<file path="src/rtl/pacer_pkg.sv">
package pacer_pkg;
  // Reason a new packet start is being held back
  typedef enum logic [2:0] {
    HOLD_NONE = 3'd0,
    HOLD_RUN  = 3'd1,
    HOLD_ITER = 3'd2,
    HOLD_GAP  = 3'd3,
    HOLD_RATE = 3'd4
  } hold_e;
endpackage

</file>
<file path="src/rtl/pacer_gap.sv">
module pacer_gap #(
  parameter int GAP_W = 16
) (
  input  logic             clk,
  input  logic             rst_n,
  input  logic             en,
  input  logic [GAP_W-1:0] gap,
  input  logic             xfer_last,
  input  logic             start_xfer,
  output logic             clear
);
  logic [GAP_W-1:0] cnt;

  always_ff @(posedge clk) begin
    if (!rst_n)          cnt <= '0;
    else if (!en)        cnt <= '0;
    else if (xfer_last)  cnt <= gap;
    else if (cnt != '0)  cnt <= cnt - 1'b1;
  end

  assign clear = (cnt == '0);


  gap_hold_chk: assert property (@(posedge clk) disable iff (!rst_n)
    (en && cnt != '0) |-> !start_xfer);
endmodule

</file>
<file path="src/rtl/pacer_credit.sv">
module pacer_credit #(
  parameter int INC_W    = 8,
  parameter int BYTES_W  = 4,
  parameter int CRED_W   = 16,
  parameter int CRED_CAP = 1024
) (
  input  logic                     clk,
  input  logic                     rst_n,
  input  logic                     en,
  input  logic [INC_W-1:0]         inc,
  input  logic                     xfer,
  input  logic [BYTES_W-1:0]       cost,
  output logic signed [CRED_W-1:0] credit,
  output logic                     ok
);
  localparam int SW = CRED_W + 2;
  localparam logic signed [SW-1:0] HI = SW'(CRED_CAP);
  localparam logic signed [SW-1:0] LO = {{3{1'b1}}, {(CRED_W-1){1'b0}}};

  function automatic logic signed [CRED_W-1:0] credit_step(
    input logic signed [CRED_W-1:0] cur,
    input logic [INC_W-1:0]         add,
    input logic [BYTES_W-1:0]       spend
  );
    logic signed [SW-1:0] s;
    s = $signed({{2{cur[CRED_W-1]}}, cur})
      + $signed({{(SW-INC_W){1'b0}}, add})
      - $signed({{(SW-BYTES_W){1'b0}}, spend});
    if (s > HI)      return HI[CRED_W-1:0];
    else if (s < LO) return LO[CRED_W-1:0];
    else             return s[CRED_W-1:0];
  endfunction

  always_ff @(posedge clk) begin
    if (!rst_n)   credit <= '0;
    else if (!en) credit <= '0;
    else          credit <= credit_step(credit, inc, xfer ? cost : '0);
  end

  assign ok = !credit[CRED_W-1];


  credit_cap_chk: assert property (@(posedge clk) disable iff (!rst_n)
    credit <= $signed(HI[CRED_W-1:0]));

  credit_idle_chk: assert property (@(posedge clk) disable iff (!rst_n)
    !en |=> credit == '0);
endmodule

</file>
<file path="src/rtl/pacer_iter.sv">
module pacer_iter #(
  parameter int ITER_W = 8
) (
  input  logic              clk,
  input  logic              rst_n,
  input  logic              load,
  input  logic [ITER_W-1:0] count,
  input  logic              tail_xfer,
  output logic              live,
  output logic              rewind,
  output logic              done
);
  logic [ITER_W-1:0] rem;

  always_ff @(posedge clk) begin
    if (!rst_n) begin
      rem    <= '0;
      done   <= 1'b0;
      rewind <= 1'b0;
    end else begin
      rewind <= tail_xfer;
      if (load) begin
        rem  <= count;
        done <= 1'b0;
      end else if (tail_xfer && rem != '0) begin
        rem <= rem - 1'b1;
        if (rem == ITER_W'(1)) done <= 1'b1;
      end
    end
  end

  assign live = (rem != '0);


  done_empty_chk: assert property (@(posedge clk) disable iff (!rst_n)
    done |-> rem == '0);

  done_with_rewind_chk: assert property (@(posedge clk) disable iff (!rst_n)
    $rose(done) |-> rewind);
endmodule

</file>
<file path="src/rtl/pkt_pacer.sv">
module pkt_pacer
  import pacer_pkg::*;
#(
  parameter int DATA_W   = 64,
  parameter int BYTES_W  = 4,
  parameter int GAP_W    = 16,
  parameter int INC_W    = 8,
  parameter int CRED_W   = 16,
  parameter int CRED_CAP = 1024,
  parameter int ITER_W   = 8
) (
  input  logic               clk,
  input  logic               rst_n,
  input  logic               in_valid,
  output logic               in_ready,
  input  logic [DATA_W-1:0]  in_data,
  input  logic [BYTES_W-1:0] in_bytes,
  input  logic               in_last,
  input  logic               in_tail,
  output logic               out_valid,
  input  logic               out_ready,
  output logic [DATA_W-1:0]  out_data,
  output logic [BYTES_W-1:0] out_bytes,
  output logic               out_last,
  input  logic               run_en,
  input  logic               gap_en,
  input  logic [GAP_W-1:0]   gap_cycles,
  input  logic               rate_en,
  input  logic [INC_W-1:0]   rate_inc,
  input  logic [ITER_W-1:0]  iter_count,
  input  logic               iter_load,
  output logic               rewind,
  output logic               done
);
  logic in_pkt, allow, xfer, start_xfer, xfer_last, tail_xfer;
  logic gap_clear, credit_ok, iter_live;
  logic signed [CRED_W-1:0] credit;
  hold_e hold_why;

  always_comb begin
    if (!run_en)                   hold_why = HOLD_RUN;
    else if (!iter_live)           hold_why = HOLD_ITER;
    else if (gap_en && !gap_clear) hold_why = HOLD_GAP;
    else if (rate_en && !credit_ok) hold_why = HOLD_RATE;
    else                           hold_why = HOLD_NONE;
  end

  assign allow      = in_pkt || (hold_why == HOLD_NONE);
  assign out_valid  = in_valid && allow;
  assign in_ready   = out_ready && allow;
  assign out_data   = in_data;
  assign out_bytes  = in_bytes;
  assign out_last   = in_last;
  assign xfer       = in_valid && in_ready;
  assign start_xfer = xfer && !in_pkt;
  assign xfer_last  = xfer && in_last;
  assign tail_xfer  = xfer && in_last && in_tail;

  always_ff @(posedge clk) begin
    if (!rst_n)    in_pkt <= 1'b0;
    else if (xfer) in_pkt <= !in_last;
  end

  pacer_gap #(.GAP_W(GAP_W)) u_gap (
    .clk(clk), .rst_n(rst_n), .en(gap_en), .gap(gap_cycles),
    .xfer_last(xfer_last), .start_xfer(start_xfer), .clear(gap_clear)
  );

  pacer_credit #(.INC_W(INC_W), .BYTES_W(BYTES_W), .CRED_W(CRED_W),
                 .CRED_CAP(CRED_CAP)) u_credit (
    .clk(clk), .rst_n(rst_n), .en(rate_en), .inc(rate_inc),
    .xfer(xfer), .cost(in_bytes), .credit(credit), .ok(credit_ok)
  );

  pacer_iter #(.ITER_W(ITER_W)) u_iter (
    .clk(clk), .rst_n(rst_n), .load(iter_load), .count(iter_count),
    .tail_xfer(tail_xfer), .live(iter_live), .rewind(rewind), .done(done)
  );


  valid_source_chk: assert property (@(posedge clk) disable iff (!rst_n)
    out_valid |-> in_valid);

  run_stop_chk: assert property (@(posedge clk) disable iff (!rst_n)
    (!run_en && !in_pkt) |-> !out_valid);

  mid_packet_chk: assert property (@(posedge clk) disable iff (!rst_n)
    (in_pkt && in_valid) |-> out_valid);

  credit_block_chk: assert property (@(posedge clk) disable iff (!rst_n)
    (rate_en && credit < 0 && !in_pkt) |-> !out_valid);

  done_block_chk: assert property (@(posedge clk) disable iff (!rst_n)
    (done && !iter_load && !in_pkt) |=> (!out_valid || $past(iter_load) || in_pkt));
endmodule

</file>
<file path="config.mk">
export PLATFORM = sky130hd
export DESIGN_NAME = pkt_pacer
export DESIGN_NICKNAME = d
export VERILOG_FILES = /design/src/rtl/pacer_pkg.sv /design/src/rtl/pacer_gap.sv /design/src/rtl/pacer_credit.sv /design/src/rtl/pacer_iter.sv /design/src/rtl/pkt_pacer.sv
export SDC_FILE = /design/constraint.sdc
export NUM_CORES = 1
export LEC_CHECK = 0
export BUFFER_PORTS_ARGS = -buffer_cell sky130_fd_sc_hd__buf_2
export CAP_MARGIN = 20
export CORE_MARGIN = 4
export CORE_UTILIZATION = 25
export CTS_CLUSTER_DIAMETER = 120
export DETAILED_ROUTE_END_ITERATION = 16
export PLACE_DENSITY = 0.52
export SYNTH_ARGS = -nofsm -noshare
export SYNTH_HDL_FRONTEND = slang
export SYNTH_SLANG_ARGS = --single-unit
</file>
<file path="constraint.sdc">
create_clock -name clk -period 5.2 [get_ports clk]
set_input_delay 1.04 -clock clk [delete_from_list [all_inputs] [get_ports clk]]
set_output_delay 1.04 -clock clk [all_outputs]
set_load 0.01 [all_outputs]
</file>
* After elaboration in Yosys (flattened, before gate mapping) *
Index checks and enable logic that the tools add are counted.

word-level totals
  register bits = 43
  logic and storage cells = 51
  input bits = 110
  output and inout port bits = 73

cells by class
  bitwise operators = 2
  add/subtract/negate cells = 4
  equality and inequality tests = 1
  magnitude comparators = 2
  mux-type cells = 11
  reduce and logical (&&, ||, !) cells = 23

operators by type and width
  kind                                                              number
  2-to-1 mux 16 bit                                                 3
  greater-than comparator 18 x 12 -> 1 bit (second input constant)  1
  < comparator 18 x 16 -> 1 bit (second input constant)             1
  subtractor 18 x 5 -> 18 bit                                       1
  adder 16 x 9 -> 17 bit                                            1
  zero test 16 bit                                                  1
  2-to-1 mux 8 bit                                                  2
  nonzero test 16 bit                                               1
  subtractor 16 x 1 -> 16 bit (second input constant)               1
  2-to-1 mux 3 bit                                                  4
  2-to-1 mux 11 bit                                                 1
  == test 8 x 1 -> 1 bit (second input constant)                    1
  logical AND 1 bit                                                 8
  nonzero test 8 bit                                                1
  subtractor 8 x 1 -> 8 bit (second input constant)                 1
  AND reduction 2 bit                                               3
  2-to-1 mux 4 bit                                                  1
  nonzero test 2 bit                                                2
  OR reduction 4 bit                                                1
  zero test 3 bit                                                   1
  OR reduction 3 bit                                                1
  zero test 1 bit                                                   2
  inverter 1 bit                                                    2
  OR reduction 2 bit                                                1
  logical OR 1 bit                                                  1

* Depth between registers and ports, before layout *
Gate-level depths: netlist of run 1.

  depth after elaboration = 15
  gate-level depth with buffers = 20
  mapped depth without buffers = 18

* Cells and area by module *
A second synthesis of run 1 with hierarchy kept.

second synthesis, totals
  cell total of the unflattened synthesis = 495
  area total of the unflattened synthesis = 3996.3 µm²

by module, submodules not included
  module        times used  cells an instance  seq. area each (µm²)  area each (µm²)
  pacer_credit  1           220                320.3                 1809.2
  pacer_gap     1           116                320.3                 913.4
  pkt_pacer     1           86                 20.0                  673.1
  pacer_iter    1           73                 200.2                 600.6

* Least setup slack after synthesis of run 1 *
No wires, ideal clock.

  path kind = register -> register
  start = register u_gap.cnt[2]
  end = register u_credit.credit[10]
  path buffers = 2
  required time = 5.080 ns
  library setup time = 0.120 ns
  clock period less this slack = 4.632 ns
  cell stages (with the launch flop) = 20
  arrival time = 4.512 ns
  path slack = 0.568 ns
  cell sequence = dfxtp_1 -> nor4_1 -> nand3b_1 -> o41ai_1 -> a41o_1 -> and3_1 -> clkbuf_1 -> and2_1 -> ha_1 -> inv_1 -> fa_1 -> a21o_1 -> a21o_1 -> or4_4 -> a2111oi_4 -> xnor2_1 -> nor4_4 -> o211ai_4 -> buf_6 -> o2bb2ai_1

between the ends
  longest elaborated chain between the ends = 15
  elaborated cells between the ends (all ways) = 16
  classes of those cells = 1 x add/sub; 2 x order compare; 6 x mux; 7 x reduce/logical

ends and longest elaborated chain
  element                        line                source
  from (decl)                    pacer_gap.sv:12     logic [GAP_W-1:0] cnt;
  from (signal assigned)         pacer_gap.sv:17     else if (xfer_last) cnt <= gap;
  from (signal assigned)         pacer_gap.sv:18     else if (cnt != '0) cnt <= cnt - 1'b1;
  zero test 16 bit *             pacer_gap.sv:21     assign clear = (cnt == '0);
  zero test 1 bit *              pkt_pacer.sv:43     else if (gap_en && !gap_clear) hold_why = HOLD_GAP;
  logical AND 1 bit *            pkt_pacer.sv:43
  2-to-1 mux 3 bit *             pkt_pacer.sv:43
  2-to-1 mux 3 bit *             pkt_pacer.sv:42     else if (!iter_live) hold_why = HOLD_ITER;
  2-to-1 mux 3 bit *             pkt_pacer.sv:41     if (!run_en) hold_why = HOLD_RUN;
  zero test 3 bit *              pkt_pacer.sv:48     assign allow = in_pkt || (hold_why == HOLD_NONE);
  logical OR 1 bit *             pkt_pacer.sv:48
  logical AND 1 bit *            pkt_pacer.sv:50     assign in_ready = out_ready && allow;
  logical AND 1 bit *            pkt_pacer.sv:54     assign xfer = in_valid && in_ready;
  2-to-1 mux 4 bit *             pacer_credit.sv:37  else credit <= credit_step(credit, inc, xfer ? cost : '0);
  subtractor 18 x 5 -> 18 bit *  pacer_credit.sv:28  - $signed({{(SW-BYTES_W){1'b0}}, spend});
  < comparator 18 x 16 -> 1 bit  pacer_credit.sv:30  else if (s < LO) return LO[CRED_W-1:0];
  2-to-1 mux 16 bit              pacer_credit.sv:30
  2-to-1 mux 11 bit *            pacer_credit.sv:29  if (s > HI) return HI[CRED_W-1:0];
  to (signal assigned)           pacer_credit.sv:37
  to (decl)                      pacer_credit.sv:13  output logic signed [CRED_W-1:0] credit,

Every way passes the cells marked *; elsewhere a longest branch is shown, timed or not.
A chain may end at the register's enable or synchronous reset.

* Worst setup path in the final report of run 1 *
  start = register u_gap.cnt[7]
  end = register u_credit.credit[3]

between the ends
  longest elaborated chain between the ends = 14
  elaborated cells between the ends (all ways) = 15
  classes of those cells = 1 x add/sub; 2 x order compare; 4 x mux; 8 x reduce/logical

ends and longest elaborated chain
  element                                                                                           line
  zero test 16 bit *                                                                                pacer_gap.sv:21
  zero test 1 bit *                                                                                 pkt_pacer.sv:43
  logical AND 1 bit *                                                                               pkt_pacer.sv:43
  2-to-1 mux 3 bit *                                                                                pkt_pacer.sv:43
  2-to-1 mux 3 bit *                                                                                pkt_pacer.sv:42
  2-to-1 mux 3 bit *                                                                                pkt_pacer.sv:41
  zero test 3 bit *                                                                                 pkt_pacer.sv:48
  logical OR 1 bit *                                                                                pkt_pacer.sv:48
  logical AND 1 bit *                                                                               pkt_pacer.sv:50
  logical AND 1 bit *                                                                               pkt_pacer.sv:54
  2-to-1 mux 4 bit *                                                                                pacer_credit.sv:37
  subtractor 18 x 5 -> 18 bit *                                                                     pacer_credit.sv:28
  < comparator 18 x 16 -> 1 bit / greater-than comparator 18 x 12 -> 1 bit (equally long branches)  pacer_credit.sv:30, pacer_credit.sv:29
  OR reduction 4 bit (no source line)                                                               -

Marks and branches as above.

==> flow_summary.ini, run 1 <==
[clocking]
clock-root-buffer = clkbuf_16
clock_sinks = 43
clock_latency_ns = 0.28
cts_buffers = 5
cts_max_level = 2
cts_tree = built
clk_pin_slew_worst_paths_ns = 0.06
cts.hold.buffers_added = 0
postCtsSetupBuffers = 0
ctsLongestPathBuffers = 2

[yosys]
yosysTopAreaCell = dfxtp_1
synth_mux_area_share_pct = 1.09
yosysMostFrequentCell = buf_4
avgSynthCellArea_um2 = 8.15
synth_edf_count = 0
netlist_area_mm2 = 0.00378
synth_compound_area_share_pct = 21.5
synth_adder_area_share_pct = 6.02
synth_top_family_by_area = simple AND/OR/NAND/NOR gates
synth-seq-cells = 43
synth_top_flop_cell = dfxtp_1
synth_area_leaders = dfxtp_1 23%, buf_4 14%, xnor2_1 5.3%
synthTopCellsByCount = 69 x buf_4, 43 x dfxtp_1, 39 x nand2_1, 31 x nor2_1, 24 x a21oi_1
synth_top_area_share_pct = 22.8
synth_xor_area_share_pct = 9.47
yosysSeqAreaShare_pct = 22.8
synthSimpleGateAreaFrac_pct = 22.4
synth_cell_types = 63
synthArstFlopShare_pct = 0
yosys_warnings = 0
synth_cells = 464
synth_nets = 591

[sta]
max_slew_margin_pct = 43.8
hold_viol = 0
finalSetupTns_ns = 0
finalSetupViolCount = 0
min_period_over_period_pct = 94.2
clock_skew_ns = 0.00519
final_max_slew_viol_count = 0
fin_crit_ns = 4.90
max_clock_freq_ghz = 0.204
tightestPinTransition_ns = 0.841

[place]
place_area_mm2 = 0.00380
numPortBuffers = 54
gp_congestion = 0.795
hpwl_um = 7330
dp.cells = 630

[worst_setup_path]
crit_required_ns = 5.36
crit_buf_inv = 1
slowest_stage = or4_1
crit_cells = 16
crit_chain = or4_1 > o41ai_2 > a41o_1 > and3_1 > and2_1 > ha_1 > inv_1 > fa_1 > a21o_1 > a21o_1 > or4_4 > a2111oi_4 > xnor2_1 > nor4_4 > o211ai_4 > a2111oi_2
endpoint_kind = flop
crit_top_cell = a21o_1
slowest_delay_ns = 0.58
r2r_cells = 16
critPathTopFamily = compound AO/OA/AOI/OAI gates
worstSetupStartpointType = flop
crit_fanout = 10
path_class = flop to flop
arrival_ns = 5.06

[drt]
drt_wl_total_um = 9010
viasPerCell = 4.87
drt_iter0_drc = 112
wl_per_cell_um = 14.1
vias = 3104
route.detailed.drc = 0
first_pass_iters = 4
antenna_left = 0

[floorplan]
core_area_mm2 = 0.0147
dieArea_mm2 = 0.0172
num_rows = 44
die_h_um = 131
io_pins = 183
start_util_pct = 25.7
die_width_um = 131

[power]
p_leak_nw = 1.60
p_per_area_mw_per_mm2 = 581
ir_drop_v = 0.000230

[global_routing]
grt_pass1_vias = 3093
antenna_found_initial = 0
grt_pass1_wl_um = 15100
gr-total-overflow = 0
globalRouteTotalUtil_pct = 10.9
grt_max_degree = 26

[final_layout]
finalNonFillerCells = 637
fin_area_mm2 = 0.00399
fillers = 1578
layout.nets = 580
diodes = 0
drive_gt1_share_pct = 21.4
syn2layout_area_growth_pct = 5.49

[outcome]
outcome = completed

[min_path]
hold-path-cell-count = 2
hold_path_class = flop to flop

[flow_run]
drv_cap = 0
## cell families (layout without fill, tap and decap cells)
kind of cell,after synthesis,count (layout)
adders and majority gates,17,17
muxes,4,4
AOI/OAI and AO/OA,104,104
and+or+nand+nor,160,160
xor gates and xnor gates,40,40
buffers and inverters,96,85
DFF,43,43
## power breakdown
part / switching [mW] / internal [mW]
Clock: 0.124 / 0.224
Combinational: 0.835 / 0.646
Sequential: 0.0743 / 0.413
Total: 1.03 / 1.28
## per-layer routing
metal  GRT usage [%]  wire [µm]  vias to the layer above  share of wire, %
met2            17.4       4110                       85                46
met4            2.90        117                        0               1.3
met5               0          0                        -                 0
met1            14.6       4320                     1429                48
met3            2.60        452                       18               5.0
li1                -          -                     1572                 -
## timing repair
item,CTS,global route
endpoints found under the setup margin,0,15
resized for setup,0,4
endpoints found under the hold margin,0,0
## stage by stage
| stage | total power, mW | hold WS [ns] | utilization (%) | setup WS (ns) |
|---|---|---|---|---|
| 2_1_floorplan | 1.67 | 0.480 | - | 0.568 |
| 3_3_place_gp | 1.94 | 0.520 | 25.9 | 0.314 |
| 3_5_place_dp | 1.94 | 0.510 | 25.9 | 0.127 |
| 4_1_cts | 2.31 | 0.530 | 27.0 | 0.0949 |
| 5_1_grt | 2.52 | 0.608 | 27.1 | -0.00148 |
| 6_report | 2.32 | 0.529 | 27.1 | 0.302 |
## placed cells by master, fill, tap and decap left out, types with 5 or more instances in the layout
cell,n
o21ai_0,10
nor3_1,13
buf_2,54
a21o_1,7
xnor2_1,23
o211ai_1,6
xor2_1,16
ha_1,15
nor4_1,7
and3_1,7
nand2b_1,6
a21oi_1,24
dfxtp_1,43
a211oi_1,16
nor2_1,31
inv_1,10
nand3_1,15
and2_1,10
or3_1,7
a211oi_2,9
buf_4,13
nand2_1,38
clkbuf_16,5
## final cells by class
| class | instances | area (µm²) | share of cell area (%) |
|---|---|---|---|
| well taps | 184 | 230 | 5.77 |
| clock buffers | 6 | 129 | 3.23 |
| repair buffers | 68 | 388 | 9.73 |
| flip-flops and latches | 43 | 861 | 21.6 |
| inverters | 10 | 37.5 | 0.941 |
| multi-input cells | 325 | 2310 | 58.0 |
| clock inverters | 1 | 30.0 | 0.753 |
## tightest hold or removal path, stage by stage (launching register included)
cell and delay [ns]:
dfxtp_1 0.33, o21ai_0 0.08, nor2_1 0.08
## state kept, by name, summed over array words and instances, names as in the netlist
signal,cells
u_iter.rewind,1
u_iter.rem,8
u_credit.credit,16
u_gap.cnt,16
u_iter.done,1
in_pkt,1
## path summary, 6_finish.rpt
kind / from / endpoint / slack [ns]
setup / recovery: u_gap.cnt[7] / u_credit.credit[3] / 0.30
hold / removal: in_pkt / in_pkt / 0.53
setup reg to reg: u_gap.cnt[7] / u_credit.credit[3] / 0.30
hold reg to reg: in_pkt / in_pkt / 0.53
(Power assumes the default switching activity.)
==> run 2, diff against run 1 <==
--- a/config.mk
+++ b/config.mk
@@ -5,13 +5,14 @@
 export SDC_FILE = /design/constraint.sdc
 export NUM_CORES = 1
 export LEC_CHECK = 0
+export ABC_AREA = 1
 export BUFFER_PORTS_ARGS = -buffer_cell sky130_fd_sc_hd__buf_2
 export CAP_MARGIN = 20
 export CORE_MARGIN = 4
 export CORE_UTILIZATION = 25
 export CTS_CLUSTER_DIAMETER = 120
 export DETAILED_ROUTE_END_ITERATION = 16
-export PLACE_DENSITY = 0.52
+export PLACE_DENSITY = 0.51
 export SYNTH_ARGS = -nofsm -noshare
 export SYNTH_HDL_FRONTEND = slang
 export SYNTH_SLANG_ARGS = --single-unit
==> run 2 against run 1 <==
Against the previous run:
- wire length is 6.8% higher
- via count is 17% higher
- critical path type unchanged
- design area is 6.6% higher
- maximum frequency is 9.1% higher
- sequential cell count stayed put
==> flow_summary.ini, run 2 <==
[clocking]
clock-root-buffer = clkbuf_16
cts_tree = built
clk_pin_slew_worst_paths_ns = 0.07
clock_latency_ns = 0.29
cts.hold.buffers_added = 0
postCtsSetupBuffers = 0
clock_sinks = 43
post_cts_resize_count = 0
cts_buffers = 5
cts_max_level = 2
ctsLongestPathBuffers = 2

[sta]
rsz0062_at_grt = false
worst_hold_slack_ns = 0.490
hold_viol = 0
tightestPinTransition_ns = 0.603
fin_crit_ns = 4.49
final.setup.worst_slack_ns = 0.709
finalSetupViolCount = 0
finalSetupTns_ns = 0
max_slew_margin_pct = 59.4
max_clock_freq_ghz = 0.223
final_max_slew_viol_count = 0
clock_skew_ns = 0.00823
min_period_over_period_pct = 86.4

[place]
place_area_mm2 = 0.00411
dp_slack_ns = 0.702
numPortBuffers = 54
hpwl_um = 7850
gp_congestion = 0.857
dp.cells = 839

[drt]
first_pass_iters = 5
drt_iter0_drc = 131
drt_wl_total_um = 9620
viasPerCell = 4.28
route.detailed.drc = 0
antenna_left = 0
vias = 3621
wl_per_cell_um = 11.4

[floorplan]
die_width_um = 137
start_util_pct = 25.7
dieArea_mm2 = 0.0187
io_pins = 183
num_rows = 46
core_area_mm2 = 0.0161
die_h_um = 137

[yosys]
yosysMostFrequentCell = nand2_1
synth_top_flop_cell = dfxtp_1
netlist_area_mm2 = 0.00413
synth_nets = 773
avgSynthCellArea_um2 = 6.40
synthTopCellsByCount = 169 x nand2_1, 76 x inv_1, 71 x buf_4, 65 x nor2_1, 59 x nand3_1
yosysSeqAreaShare_pct = 20.8
synth_edf_count = 0
synth_cell_types = 41
synth_cells = 646
synth-seq-cells = 43
synthArstFlopShare_pct = 0
yosys_warnings = 0
synth_top_area_share_pct = 20.8
synth_area_leaders = dfxtp_1 21%, nand2_1 15%, buf_4 13%
yosysTopAreaCell = dfxtp_1

[power]
p_per_area_mw_per_mm2 = 457
ir_drop_v = 0.000262
power_mw = 1.94
p_leak_nw = 2.09

[final_layout]
diodes = 0
finalNonFillerCells = 847
drive_gt1_share_pct = 17.7
largestRegisters = u_credit.credit x16, u_gap.cnt x16, u_iter.rem x8
final_common_cell = nand2_1
final_util_pct = 26.5
fillers = 1843
mostFrequentLayoutCells = 169 x nand2_1, 76 x inv_1, 65 x nor2_1
layout.nets = 757
syn2layout_area_growth_pct = 2.81
fin_area_mm2 = 0.00425

[worst_setup_path]
crit_buf_inv = 3
crit_required_ns = 5.42
rr_endpoint = u_credit.credit[0]
path_class = flop to flop
r2r_cells = 33
slowest_stage = fa_1
crit_top_cell = nand2_1
arrival_ns = 4.71
slowest_delay_ns = 0.41
r2r_setup_slack_ns = 0.71
crit_fanout = 14
worstSetupStartpointType = flop
critPathTopFamily = simple AND/OR/NAND/NOR gates
timing.rr.start = u_gap.cnt[0]
endpoint_kind = flop

[global_routing]
antenna_found_initial = 0
grt_max_degree = 24
grt_pass1_wl_um = 16500
gr-total-overflow = 0
grt_pass1_vias = 3602
globalRouteTotalUtil_pct = 10.8

[flow_run]
drv_cap = 0

[min_path]
min_to = u_iter.rem[1]
worst_hold_startpoint = u_iter.rem[1]
hold-path-cell-count = 2
hold_path_class = flop to flop

[outcome]
outcome = completed
==> run 2: cell types whose count changed after synthesis, moves of 8 or more <==
| cell | before | now |
|---|---|---|
| nand3_1 | 15 | 59 |
| clkbuf_1 | 12 | 3 |
| nand4_1 | 0 | 12 |
| xnor2_1 | 23 | 5 |
| inv_1 | 10 | 76 |
| nor3_1 | 13 | 2 |
| nand2_2 | 0 | 12 |
| a211oi_2 | 9 | 1 |
| nor2_2 | 0 | 13 |
| a211oi_1 | 16 | 1 |
| and2_1 | 10 | 0 |
| nor2_1 | 31 | 65 |
| nand2_1 | 39 | 169 |
==> run 2: worst reg2reg max path, delay by kind of cell (launching register included) <==
family | cells | cell delay [ns]
buffers and inverters | 3 | 0.23
and+or+nand+nor | 26 | 2.98
adders and majority gates | 3 | 0.76
AOI/OAI and AO/OA | 1 | 0.16
DFF | 1 | 0.30
==> run 2: power breakdown <==
| part | internal (mW) | switching (mW) |
|---|---|---|
| clock network | 0.178 | 0.135 |
| registers | 0.396 | 0.0583 |
| logic | 0.418 | 0.757 |
| total | 0.991 | 0.950 |
==> run 2: worst max-delay path by stage <==
| stage | from | end | cells past startpoint |
|---|---|---|---|
| floorplan | u_gap.cnt[0] | u_credit.credit[8] | 31 |
| global placement | u_gap.cnt[0] | u_credit.credit[2] | 33 |
| detailed placement | u_gap.cnt[0] | u_credit.credit[1] | 33 |
| CTS | u_gap.cnt[0] | u_credit.credit[0] | 33 |
| global route | u_gap.cnt[0] | u_credit.credit[14] | 33 |
| finish | u_gap.cnt[0] | u_credit.credit[0] | 33 |
==> run 2: kinds of logic (layout without fill, tap and decap cells) <==
kind of cell / Yosys count / count (layout) / share of synthesized area [%]
buf+inv: 157 / 142 / 20.9
fa+ha+maj: 17 / 17 / 5.51
flops: 43 / 43 / 20.8
compound gates: 48 / 48 / 6.78
xor+xnor: 19 / 19 / 4.21
simple gates: 362 / 362 / 41.7
==> run 2: area by class of cell <==
| class | count | area, µm² | area share [%] |
|---|---|---|---|
| flip-flops and latches | 43 | 861 | 20.3 |
| inverters | 80 | 300 | 7.07 |
| clock buffers | 6 | 129 | 3.03 |
| multi-input cells | 446 | 2410 | 56.6 |
| well taps | 216 | 270 | 6.36 |
| clock inverters | 2 | 12.5 | 0.294 |
| repair buffers | 54 | 270 | 6.36 |
==> run 2: routing by layer <==
layer / global-route usage, % / up-vias / share of wire [%]
met5: 0 / - / 0
met4: 3.14 / 0 / 1.3
met3: 1.91 / 9 / 4.7
met2: 17.2 / 69 / 42
met1: 15.0 / 1604 / 52
li1: - / 1939 / -
